--- src/rtl/rpar_pkg.sv ---
package rpar_pkg;

    localparam int unsigned DISKS_DEF  = 5;
    localparam int unsigned WORDS_DEF  = 8;
    localparam int unsigned WORD_W_DEF = 32;

    typedef enum logic [2:0] {
        ST_IDLE,
        ST_PLAN,
        ST_RD_DATA,
        ST_RD_PAR,
        ST_WR_DATA,
        ST_WR_PAR,
        ST_RD_PEER,
        ST_DONE
    } seq_state_e;

    // first disk index at or after 'from' that is not marked failed
    // (at most one disk is ever marked)
    function automatic int skip_failed(input int from, input logic [31:0] mask);
        int i;
        i = from;
        if (i < 32 && mask[i]) i = i + 1;
        return i;
    endfunction

endpackage

--- src/rtl/rpar_map.sv ---
module rpar_map #(
    parameter int NDISK  = 5,
    parameter int LBA_W  = 5,
    parameter int DIDX_W = 3
) (
    input  logic [LBA_W-1:0]  lba,
    output logic [LBA_W-1:0]  stripe,
    output logic [DIDX_W-1:0] data_disk,
    output logic [DIDX_W-1:0] parity_disk
);
    localparam int NDATA = NDISK - 1;

    int s_i, pos_i, p_i, d_i;

    always_comb begin
        s_i   = int'(lba) / NDATA;
        pos_i = int'(lba) % NDATA;
        p_i   = (NDISK - 1) - (s_i % NDISK);
        d_i   = (pos_i < p_i) ? pos_i : pos_i + 1;
        stripe      = LBA_W'(s_i);
        data_disk   = DIDX_W'(d_i);
        parity_disk = DIDX_W'(p_i);
    end

endmodule

--- src/rtl/rpar_xacc.sv ---
module rpar_xacc #(
    parameter int WORDS  = 8,
    parameter int WORD_W = 32,
    parameter int IDX_W  = 3
) (
    input  logic                      clk,
    input  logic                      rst,
    input  logic                      clr,
    input  logic                      xor_en,
    input  logic [IDX_W-1:0]          idx,
    input  logic [WORD_W-1:0]         din,
    output logic [WORDS*WORD_W-1:0]   acc_flat,
    output logic [WORD_W-1:0]         acc_word
);
    for (genvar g = 0; g < WORDS; g++) begin : g_word
        logic [WORD_W-1:0] q;
        always_ff @(posedge clk) begin
            if (rst || clr)
                q <= '0;
            else if (xor_en && idx == IDX_W'(g))
                q <= q ^ din;
        end
        assign acc_flat[g*WORD_W +: WORD_W] = q;
    end

    assign acc_word = acc_flat[int'(idx)*WORD_W +: WORD_W];

endmodule

--- src/rtl/rpar_seq.sv ---
module rpar_seq
    import rpar_pkg::*;
#(
    parameter int NDISK  = 5,
    parameter int WORDS  = 8,
    parameter int WORD_W = 32,
    parameter int LBA_W  = 5,
    parameter int DIDX_W = 3,
    parameter int WIDX_W = 3
) (
    input  logic                      clk,
    input  logic                      rst,
    input  logic                      req_valid,
    input  logic                      req_write,
    input  logic [LBA_W-1:0]          req_lba,
    input  logic [WORDS*WORD_W-1:0]   req_wdata,
    input  logic [NDISK-1:0]          fail_mask,
    output logic                      busy,
    output logic                      done,
    output logic [LBA_W-1:0]          lba_q,
    input  logic [DIDX_W-1:0]         data_disk,
    input  logic [DIDX_W-1:0]         parity_disk,
    output logic                      acc_clr,
    output logic                      acc_xor,
    output logic [WORD_W-1:0]         acc_din,
    input  logic [WORD_W-1:0]         acc_word,
    output logic [NDISK-1:0]          dsk_req,
    output logic                      dsk_we,
    output logic [WIDX_W-1:0]         dsk_word,
    output logic [WORD_W-1:0]         dsk_wdata,
    input  logic [NDISK-1:0]          dsk_ack,
    input  logic [NDISK*WORD_W-1:0]   dsk_rdata
);
    seq_state_e st_q, st_d;
    logic                    wr_q;
    logic [WORDS*WORD_W-1:0] wblk_q;
    logic [NDISK-1:0]        fail_q;
    logic [WIDX_W-1:0]       word_q;
    logic [DIDX_W-1:0]       peer_q, peer_d;
    logic [DIDX_W-1:0]       cur_disk;
    logic                    rd_state, active, beat, last_beat, accept;
    logic [WORD_W-1:0]       rword, wword;
    int                      first_peer, next_peer;

    assign accept   = (st_q == ST_IDLE) && req_valid;
    assign rd_state = (st_q == ST_RD_DATA) || (st_q == ST_RD_PAR) || (st_q == ST_RD_PEER);
    assign active   = rd_state || (st_q == ST_WR_DATA) || (st_q == ST_WR_PAR);

    always_comb begin
        case (st_q)
            ST_RD_PAR, ST_WR_PAR: cur_disk = parity_disk;
            ST_RD_PEER:           cur_disk = peer_q;
            default:              cur_disk = data_disk;
        endcase
    end

    assign dsk_req   = active ? (NDISK'(1) << cur_disk) : '0;
    assign dsk_we    = (st_q == ST_WR_DATA) || (st_q == ST_WR_PAR);
    assign dsk_word  = word_q;
    assign beat      = |(dsk_req & dsk_ack);
    assign last_beat = beat && (word_q == WIDX_W'(WORDS - 1));
    assign rword     = dsk_rdata[int'(cur_disk)*WORD_W +: WORD_W];
    assign wword     = wblk_q[int'(word_q)*WORD_W +: WORD_W];
    assign dsk_wdata = (st_q == ST_WR_PAR) ? acc_word : wword;

    // reads fold returned words in; the data write folds the new data in,
    // which turns old-data ^ old-parity into the new parity
    assign acc_clr = accept;
    assign acc_xor = beat && (rd_state || st_q == ST_WR_DATA);
    assign acc_din = rd_state ? rword : wword;

    assign first_peer = skip_failed(0, 32'(fail_q));
    assign next_peer  = skip_failed(int'(peer_q) + 1, 32'(fail_q));

    always_comb begin
        st_d   = st_q;
        peer_d = peer_q;
        case (st_q)
            ST_IDLE: if (req_valid) st_d = ST_PLAN;
            ST_PLAN: begin
                if (!wr_q && fail_q[data_disk]) begin
                    st_d   = ST_RD_PEER;
                    peer_d = DIDX_W'(first_peer);
                end else begin
                    st_d = ST_RD_DATA;
                end
            end
            ST_RD_DATA: if (last_beat) st_d = wr_q ? ST_RD_PAR : ST_DONE;
            ST_RD_PAR:  if (last_beat) st_d = ST_WR_DATA;
            ST_WR_DATA: if (last_beat) st_d = ST_WR_PAR;
            ST_WR_PAR:  if (last_beat) st_d = ST_DONE;
            ST_RD_PEER: begin
                if (last_beat) begin
                    if (next_peer >= NDISK) st_d = ST_DONE;
                    else                    peer_d = DIDX_W'(next_peer);
                end
            end
            ST_DONE: st_d = ST_IDLE;
            default: st_d = ST_IDLE;
        endcase
    end

    always_ff @(posedge clk) begin
        if (rst) begin
            st_q   <= ST_IDLE;
            peer_q <= '0;
            word_q <= '0;
            wr_q   <= 1'b0;
            lba_q  <= '0;
            wblk_q <= '0;
            fail_q <= '0;
        end else begin
            st_q   <= st_d;
            peer_q <= peer_d;
            if (beat)
                word_q <= last_beat ? '0 : word_q + 1'b1;
            if (accept) begin
                wr_q   <= req_write;
                lba_q  <= req_lba;
                wblk_q <= req_wdata;
                fail_q <= fail_mask;
            end
        end
    end

    assign busy = (st_q != ST_IDLE);
    assign done = (st_q == ST_DONE);


    done_then_idle_chk: assert property (@(posedge clk) disable iff (rst)
        done |=> !busy);


    start_needs_req_chk: assert property (@(posedge clk) disable iff (rst)
        $rose(busy) |-> $past(req_valid));


    beat_hold_chk: assert property (@(posedge clk) disable iff (rst)
        (|dsk_req && !beat) |=> ($stable(dsk_req) && $stable(dsk_word) && $stable(dsk_wdata)));


    write_after_reads_chk: assert property (@(posedge clk) disable iff (rst)
        $rose(dsk_we) |-> $past(st_q == ST_RD_PAR));

endmodule

--- src/rtl/rpar_ctrl.sv ---
module rpar_ctrl
    import rpar_pkg::*;
#(
    parameter int NDISK  = DISKS_DEF,
    parameter int WORDS  = WORDS_DEF,
    parameter int WORD_W = WORD_W_DEF,
    parameter int LBA_W  = 5
) (
    input  logic                      clk,
    input  logic                      rst,
    input  logic                      req_valid,
    input  logic                      req_write,
    input  logic [LBA_W-1:0]          req_lba,
    input  logic [WORDS*WORD_W-1:0]   req_wdata,
    input  logic [NDISK-1:0]          fail_mask,
    output logic                      busy,
    output logic                      done,
    output logic [WORDS*WORD_W-1:0]   rsp_data,
    output logic [NDISK-1:0]          dsk_req,
    output logic                      dsk_we,
    output logic [LBA_W-1:0]          dsk_stripe,
    output logic [$clog2(WORDS)-1:0]  dsk_word,
    output logic [WORD_W-1:0]         dsk_wdata,
    input  logic [NDISK-1:0]          dsk_ack,
    input  logic [NDISK*WORD_W-1:0]   dsk_rdata
);
    localparam int DIDX_W = $clog2(NDISK);
    localparam int WIDX_W = $clog2(WORDS);

    logic [LBA_W-1:0]  lba_q;
    logic [DIDX_W-1:0] data_disk, parity_disk;
    logic              acc_clr, acc_xor;
    logic [WORD_W-1:0] acc_din, acc_word;

    rpar_map #(.NDISK(NDISK), .LBA_W(LBA_W), .DIDX_W(DIDX_W)) u_map (
        .lba         (lba_q),
        .stripe      (dsk_stripe),
        .data_disk   (data_disk),
        .parity_disk (parity_disk)
    );

    rpar_xacc #(.WORDS(WORDS), .WORD_W(WORD_W), .IDX_W(WIDX_W)) u_xacc (
        .clk      (clk),
        .rst      (rst),
        .clr      (acc_clr),
        .xor_en   (acc_xor),
        .idx      (dsk_word),
        .din      (acc_din),
        .acc_flat (rsp_data),
        .acc_word (acc_word)
    );

    rpar_seq #(
        .NDISK(NDISK), .WORDS(WORDS), .WORD_W(WORD_W),
        .LBA_W(LBA_W), .DIDX_W(DIDX_W), .WIDX_W(WIDX_W)
    ) u_seq (
        .clk         (clk),
        .rst         (rst),
        .req_valid   (req_valid),
        .req_write   (req_write),
        .req_lba     (req_lba),
        .req_wdata   (req_wdata),
        .fail_mask   (fail_mask),
        .busy        (busy),
        .done        (done),
        .lba_q       (lba_q),
        .data_disk   (data_disk),
        .parity_disk (parity_disk),
        .acc_clr     (acc_clr),
        .acc_xor     (acc_xor),
        .acc_din     (acc_din),
        .acc_word    (acc_word),
        .dsk_req     (dsk_req),
        .dsk_we      (dsk_we),
        .dsk_word    (dsk_word),
        .dsk_wdata   (dsk_wdata),
        .dsk_ack     (dsk_ack),
        .dsk_rdata   (dsk_rdata)
    );


    one_disk_chk: assert property (@(posedge clk) disable iff (rst)
        $onehot0(dsk_req));


    failed_untouched_chk: assert property (@(posedge clk) disable iff (rst)
        !(|(dsk_req & fail_mask)));


    single_fail_chk: assert property (@(posedge clk) disable iff (rst)
        $onehot0(fail_mask));

endmodule

--- config.mk ---
export PLATFORM = sky130hd
export DESIGN_NAME = rpar_ctrl
export DESIGN_NICKNAME = d
export VERILOG_FILES = /design/src/rtl/rpar_pkg.sv /design/src/rtl/rpar_map.sv /design/src/rtl/rpar_xacc.sv /design/src/rtl/rpar_seq.sv /design/src/rtl/rpar_ctrl.sv
export SDC_FILE = /design/constraint.sdc
export NUM_CORES = 1
export LEC_CHECK = 0
export CORE_AREA = 2 2 284 286
export DETAILED_ROUTE_END_ITERATION = 8
export DIE_AREA = 0 0 286 288
export GPL_TIMING_DRIVEN = 0
export PLACE_DENSITY = 0.72
export SETUP_SLACK_MARGIN = 0.15
export SLEW_MARGIN = 20
export SYNTH_ARGS = -nofsm -noshare
export SYNTH_HDL_FRONTEND = slang
export SYNTH_SLANG_ARGS = --single-unit
--- constraint.sdc ---
create_clock -name clk -period 5.74 [get_ports clk]
set_input_delay 1.148 -clock clk [delete_from_list [all_inputs] [get_ports clk]]
set_output_delay 1.148 -clock clk [all_outputs]
set_load 0.005 [all_outputs]
==> impl_metrics.env, run 1 <==
export IMPL_grt_use_total_pct=33.3
export IMPL_dp_cells=4791
export IMPL_min_period_ps=5550
export IMPL_cp_required_ps=4590
export IMPL_wl_met2_um=65500
export IMPL_crit_arrival_ps=4400
export IMPL_syn_area_um2=27100
export IMPL_ys_ff_latch=532
export IMPL_cts_num_sinks=532
export IMPL_worstPathMaxFanout=10
export IMPL_fillers=7633
export IMPL_ir_drop_v=0.000252
export IMPL_clk_latency_ps=640
export IMPL_max_stage_delay_ps=500
export IMPL_vias=28600
export IMPL_syn_avg_cell_area_um2=9.06
export IMPL_drv_slew=0
export IMPL_viasPerCell=5.81
export IMPL_die_area_um2=82400
export IMPL_routedLengthMet1_um=55000
export IMPL_mostFrequentLayoutCell="clkdlybuf4s50_1"
export IMPL_drc=0
export IMPL_met3_length_um=15500
export IMPL_path_buf_inv=6
export IMPL_finalSetupViolations=0
export IMPL_mostFrequentLayoutCells="clkdlybuf4s50_1 (732), nand2_1 (616), dfxtp_1 (529)"
export IMPL_fin_cells=4922
export IMPL_dp_hpwl_um=115000
export IMPL_fin_area_um2=38200
export IMPL_critical_path_class="reg2out"
export IMPL_critPathTopFamily="buffers and inverters"
export IMPL_placed_cell_area_um2=35800
export IMPL_cts_root_buf="clkbuf_16"
export IMPL_ys_seq_area_share_pct=39.3
export IMPL_p_leak_nw=12.7
export IMPL_finalHoldViolations=0
export IMPL_start_util_pct=34.1
export IMPL_fin_setup_tns_ps=0
export IMPL_rows=104
export IMPL_worstSetupEndpointType="primary output"
export IMPL_critPathLaunchType="flop"
export IMPL_antenna_found_initial=18
export IMPL_min_path_type="reg2reg"
export IMPL_htree_levels=2
export IMPL_die_h_um=288
export IMPL_drt_pre_antenna_iters=6
export IMPL_worst_pin_slew_ps=995
export IMPL_grt_max_degree=17
export IMPL_fin_nets=4255
export IMPL_antenna_left=0
export IMPL_cts_tree="done"
export IMPL_grt_pass1_wl_um=197000
export IMPL_fin_skew_ps=29.2
export IMPL_drt_iter0_markers=2922
export IMPL_power_total_mw=14.9
export IMPL_synth_warning_count=0
export IMPL_holdBufCountCts=0
export IMPL_grt_overflow_total=0
export IMPL_cp_slowest_cell="clkdlybuf4s50_1"
export IMPL_path_clk_slew_ps=60
export IMPL_syn_inst=2995
export IMPL_cts_inserted_buffers=59
export IMPL_routed_wl_um=143000
export IMPL_synth_cell_types=64
export IMPL_dp_slack_ps=-618
export IMPL_crit_chain="inv_4 -> ha_1 -> inv_1 -> ha_4 -> a21oi_4 -> mux2_4 -> ha_4 -> inv_1 -> ha_1 -> a211o_1 -> a21o_1 -> o21a_4 -> buf_4 -> a21oi_2 -> nor2_4 -> buf_4 -> nor2_1 -> clkdlybuf4s50_1"
export IMPL_relSlewSlack_pct=33.7
export IMPL_drive_gt1_share_pct=11.2
export IMPL_layout_setup_ws_ps=187
export IMPL_boundaryPins=739
export IMPL_avgRoutedWirePerCell_um=29.0
export IMPL_ys_async_sr_fraction_pct=0
export IMPL_synth_edff_count=0
export IMPL_rrSetupSlack_ps=290
export IMPL_grt_pass1_vias=27100
export IMPL_area_delta_synth_final_pct=40.7
export IMPL_maxCapViolations=0
export IMPL_place_gp_congestion=0.999
export IMPL_clock_fmax_mhz=180
export IMPL_rsz0062_at_grt="true"
export IMPL_clk_path_buf_depth=3
export IMPL_dr_max_layer_used="met5"
export IMPL_powerDensity_nw_per_um2=391
export IMPL_synth_flop_cell="dfxtp_1"
export IMPL_finalCritPeriodShare_pct=96.7
export IMPL_core_um2=79600
export IMPL_outcome="finished clean"
export IMPL_port_buffers=735
export IMPL_die_x_um=286
==> layer usage <==
layer / GRT usage [%] / vias to the layer above
li1: - / 12500
met1: 41.8 / 14100
met2: 53.6 / 1670
met3: 9.33 / 308
met4: 14.0 / 12
met5: 0 / -
==> cell usage after synthesis (3+ instances only) <==
library cell,count,area share [%]
mux2i_1,99,3.7
buf_4,6,0.17
a21o_1,5,0.14
buf_6,3,0.12
o21ai_0,201,3.7
or3_1,194,4.5
a21oi_1,316,5.8
dfxtp_1,532,39
nand3_1,7,0.13
clkbuf_1,204,2.8
nor2_1,18,0.25
inv_1,19,0.26
xor2_1,3,0.097
nand4_1,3,0.069
and3_1,3,0.069
ha_1,14,0.65
nor3_1,3,0.055
nand4b_4,3,0.26
a211oi_1,3,0.083
o221a_2,4,0.17
nand2_1,616,8.5
buf_1,22,0.30
nand3b_4,3,0.22
a31oi_1,32,0.74
a21boi_0,13,0.36
nor4_1,67,1.5
or2_2,4,0.092
o21a_1,65,1.8
mux4_2,162,13
buf_2,54,1.0
and2_1,3,0.069
a21boi_2,26,1.1
o31a_1,66,2.1
a21boi_1,185,5.1
==> worst min-delay path, cell delays in order, from the launching register on <==
cell     delay (ps)
dfxtp_1         310
nand2_1          50
a21oi_1          50
==> repair_timing <==
item / 4_1_cts / 5_1_grt
setup buffers: 9 / 5
pin swaps: 5 / 2
resized for setup: 73 / 29
endpoints found under the setup margin: 208 / 80
==> power by group <==
part / total, mW / leakage, nW / internal (mW) / switching, mW
sequential: 4.31 / 4.32 / 4.08 / 0.239
combinational: 6.72 / 7.43 / 2.30 / 4.42
clock: 3.89 / 0.960 / 2.23 / 1.66
==> per-stage QoR <==
step / hold slack, ps / utilization [%]
6_report: 452 / 47.9
5_1_grt: 471 / 47.9
4_1_cts: 452 / 47.8
3_5_place_dp: 443 / 45.0
3_3_place_gp: 439 / 45.0
2_1_floorplan: 433 / -
==> kinds of logic (layout without fill, tap and decap cells) <==
logic type,Yosys count,in the layout,share of synthesized area [%]
AOI/OAI and AO/OA,937,937,21.9
xor gates and xnor gates,5,5,0.161
adders and majority gates,14,14,0.646
buffers and inverters,308,1165,4.68
DFF,532,532,39.3
muxes,262,262,17.1
other,1,11,0.0138
and+or+nand+nor,936,936,16.2
==> final cells by class <==
| class | count | area (µm²) | share of cell area [%] |
|---|---|---|---|
| well taps | 1060 | 1330 | 3.47 |
| clock buffers | 85 | 1690 | 4.44 |
| diodes | 9 | 22.5 | 0.0590 |
| clock inverters | 23 | 267 | 0.698 |
| multi-input cells | 2156 | 15400 | 40.3 |
| flip-flops and latches | 532 | 10700 | 27.9 |
| plain buffers | 289 | 1290 | 3.37 |
| repair buffers | 749 | 7450 | 19.5 |
| inverters | 19 | 73.8 | 0.193 |
==> flip-flops by register name, summed over array words and instances, names as in the netlist <==
name,flops
u_seq.wr_q,1
u_seq.lba_q,5
u_seq.st_q,3
u_seq.fail_q,5
u_seq.peer_q,3
u_xacc.g_word.q,256
u_seq.dsk_word,3
u_seq.wblk_q,256
==> path summary, 6_finish.rpt <==
| check | end | cells past startpoint | startpoint |
|---|---|---|---|
| setup reg to reg | u_xacc.g_word[7].q[3]$_SDFFE_PP0P_ | 22 | u_seq.lba_q[2]$_SDFFE_PP0P_ |
| hold reg to reg | u_seq.wblk_q[79]$_SDFFE_PP0P_ | 2 | u_seq.wblk_q[79]$_SDFFE_PP0P_ |
| setup / recovery | dsk_req[3] | 18 | u_seq.lba_q[2]$_SDFFE_PP0P_ |
| hold / removal | u_seq.wblk_q[79]$_SDFFE_PP0P_ | 2 | u_seq.wblk_q[79]$_SDFFE_PP0P_ |
Note: power is estimated with default switching activity, not from simulation.
==> inputs of run 2 (changes only) <==
CAP_MARGIN = 20   (was default)
==> run 2 against run 1 <==
Effect of this change: combinational power fell by 0.7%; sequential share of layout area barely moved; clock power barely moved; critical path depth rose by 4; worst hold slack barely moved; routed wire length rose by 0.42%; critical endpoint is now u_xacc.g_word[3].q[11]$_SDFFE_PP0P_; total power fell by 0.22%; critical path type is now reg2reg; largest power group unchanged; cell count barely moved; setup slack improved by 8.6 ps; highest routed layer unchanged; clock skew rose by 9.3 ps; first-iteration DRC count fell by 0.65%.
==> impl_metrics.env, run 2 (synthesis results as in run 1) <==
export IMPL_placed_cell_area_um2=35800
export IMPL_drt_iter0_markers=2903
export IMPL_endpoint="u_xacc.g_word[3].q[11]$_SDFFE_PP0P_"
export IMPL_cts_root_buf="clkbuf_16"
export IMPL_worst_pin_slew_ps=1150
export IMPL_htree_levels=2
export IMPL_cts_num_sinks=532
export IMPL_place_gp_congestion=0.999
export IMPL_fin_area_um2=38200
export IMPL_min_period_ps=5540
export IMPL_cp_required_ps=6280
export IMPL_finalCritPeriodShare_pct=96.6
export IMPL_grt_pass1_wl_um=197000
export IMPL_relSlewSlack_pct=21.3
export IMPL_fin_nets=4254
export IMPL_reg_largest_list="u_seq.wblk_q x256, u_xacc.g_word.q x256"
export IMPL_fin_cells=4925
export IMPL_finalSetupViolations=0
export IMPL_finalHoldViolations=0
export IMPL_critical_path_class="reg2reg"
export IMPL_die_h_um=288
export IMPL_avgRoutedWirePerCell_um=29.1
export IMPL_antenna_found_initial=18
export IMPL_rr_worst_depth=22
export IMPL_worstSetupEndpointType="flop"
export IMPL_drive_gt1_share_pct=11.2
export IMPL_holdBufCountCts=0
export IMPL_start_util_pct=34.1
export IMPL_min_path_type="reg2reg"
export IMPL_crit_arrival_ps=6080
export IMPL_rsz0062_at_grt="false"
export IMPL_drv_slew=0
export IMPL_reg2reg_to="u_xacc.g_word[3].q[11]$_SDFFE_PP0P_"
export IMPL_drc=0
export IMPL_core_um2=79600
export IMPL_path_clk_slew_ps=60
export IMPL_p_leak_nw=12.8
export IMPL_routed_wl_um=143000
export IMPL_die_x_um=286
export IMPL_viasPerCell=5.77
export IMPL_grt_pass1_vias=27100
export IMPL_boundaryPins=739
export IMPL_grt_use_total_pct=33.3
export IMPL_powerDensity_nw_per_um2=390
export IMPL_dp_hpwl_um=115000
export IMPL_rrSetupSlack_ps=200
export IMPL_r2r_start="u_seq.lba_q[2]$_SDFFE_PP0P_"
export IMPL_clock_fmax_mhz=180
export IMPL_vias=28400
export IMPL_cts_tree="done"
export IMPL_hold_ws_ps=452
export IMPL_die_area_um2=82400
export IMPL_clk_path_buf_depth=3
export IMPL_maxCapViolations=0
export IMPL_mostFrequentLayoutCell="clkdlybuf4s50_1"
export IMPL_grt_overflow_total=0
export IMPL_area_delta_synth_final_pct=40.6
export IMPL_worstPathMaxFanout=10
export IMPL_ir_drop_v=0.000288
export IMPL_fin_skew_ps=38.5
export IMPL_final_core_util_pct=47.9
export IMPL_outcome="finished clean"
export IMPL_mostFrequentLayoutCells="clkdlybuf4s50_1 (729), nand2_1 (616), dfxtp_1 (529)"
export IMPL_critPathLaunchType="flop"
export IMPL_startpoint="u_seq.lba_q[2]$_SDFFE_PP0P_"
export IMPL_fin_setup_tns_ps=0
export IMPL_grt_max_degree=17
export IMPL_antenna_left=0
export IMPL_clk_latency_ps=640
export IMPL_port_buffers=735
export IMPL_rows=104
export IMPL_cts_inserted_buffers=59
export IMPL_drt_pre_antenna_iters=8
export IMPL_dp_cells=4792
## run 2: timing repair
| item | 4_1_cts | 5_1_grt |
|---|---|---|
| setup buffers | 7 | 5 |
| setup endpoints to repair | 212 | 69 |
| gates resized for setup | 73 | 20 |
| pin swaps | 6 | 4 |
## run 2: critical path: stages (launching register included)
cell,delay [ps]
dfxtp_4,380
inv_4,80
ha_1,140
inv_1,60
ha_4,180
a21oi_4,170
mux2_4,330
ha_4,290
inv_1,50
ha_1,190
a211o_1,270
a21o_1,190
o21a_4,260
o221a_4,260
nand2_4,80
buf_4,170
buf_2,460
mux2i_1,160
mux2i_1,660
a21boi_2,300
buf_2,260
o31a_1,280
o21a_1,180
## run 2: how the worst min path moves through the flow
stage                                   startpoint                              to  slack, ps  cells past startpoint
finish               u_seq.wblk_q[79]$_SDFFE_PP0P_   u_seq.wblk_q[79]$_SDFFE_PP0P_        450                      2
global route        u_seq.wblk_q[207]$_SDFFE_PP0P_  u_seq.wblk_q[207]$_SDFFE_PP0P_        470                      2
CTS                  u_seq.wblk_q[64]$_SDFFE_PP0P_   u_seq.wblk_q[64]$_SDFFE_PP0P_        450                      2
detailed placement   u_seq.wblk_q[64]$_SDFFE_PP0P_   u_seq.wblk_q[64]$_SDFFE_PP0P_        440                      2
global placement     u_seq.wblk_q[65]$_SDFFE_PP0P_   u_seq.wblk_q[65]$_SDFFE_PP0P_        440                      2
floorplan           u_seq.wblk_q[192]$_SDFFE_PP0P_  u_seq.wblk_q[192]$_SDFFE_PP0P_        430                      2
## run 2: area by class of cell
class,instances,area (µm²)
Fill cell,7602,41500
Multi-Input combinational cell,2156,15400
Sequential cell,532,10700
Timing Repair Buffer,748,7450
Clock buffer,83,1720
Tap cell,1060,1330
Buffer,289,1270
Clock inverter,26,259
Inverter,19,73.8
Antenna cell,12,30.0
## run 2: power by group
group / internal [mW] / switching, mW
clock network: 2.22 / 1.68
logic: 2.27 / 4.40
registers: 4.08 / 0.241
## run 2: metal layers
metal	vias to the layer above	GRT usage (%)	wire length (µm)
li1	12500	-	-
met1	14000	42.4	56300
met2	1618	53.6	65900
met3	319	8.45	14500
met4	6	14.2	6750
met5	-	0	35
## run 2: metrics by stage
step / setup slack (ps) / power, mW
3_5_place_dp: -551 / 10.7
3_3_place_gp: -915 / 10.7
5_1_grt: 157 / 15.4
4_1_cts: 145 / 14.8
6_report: 196 / 14.9
2_1_floorplan: 851 / 7.92
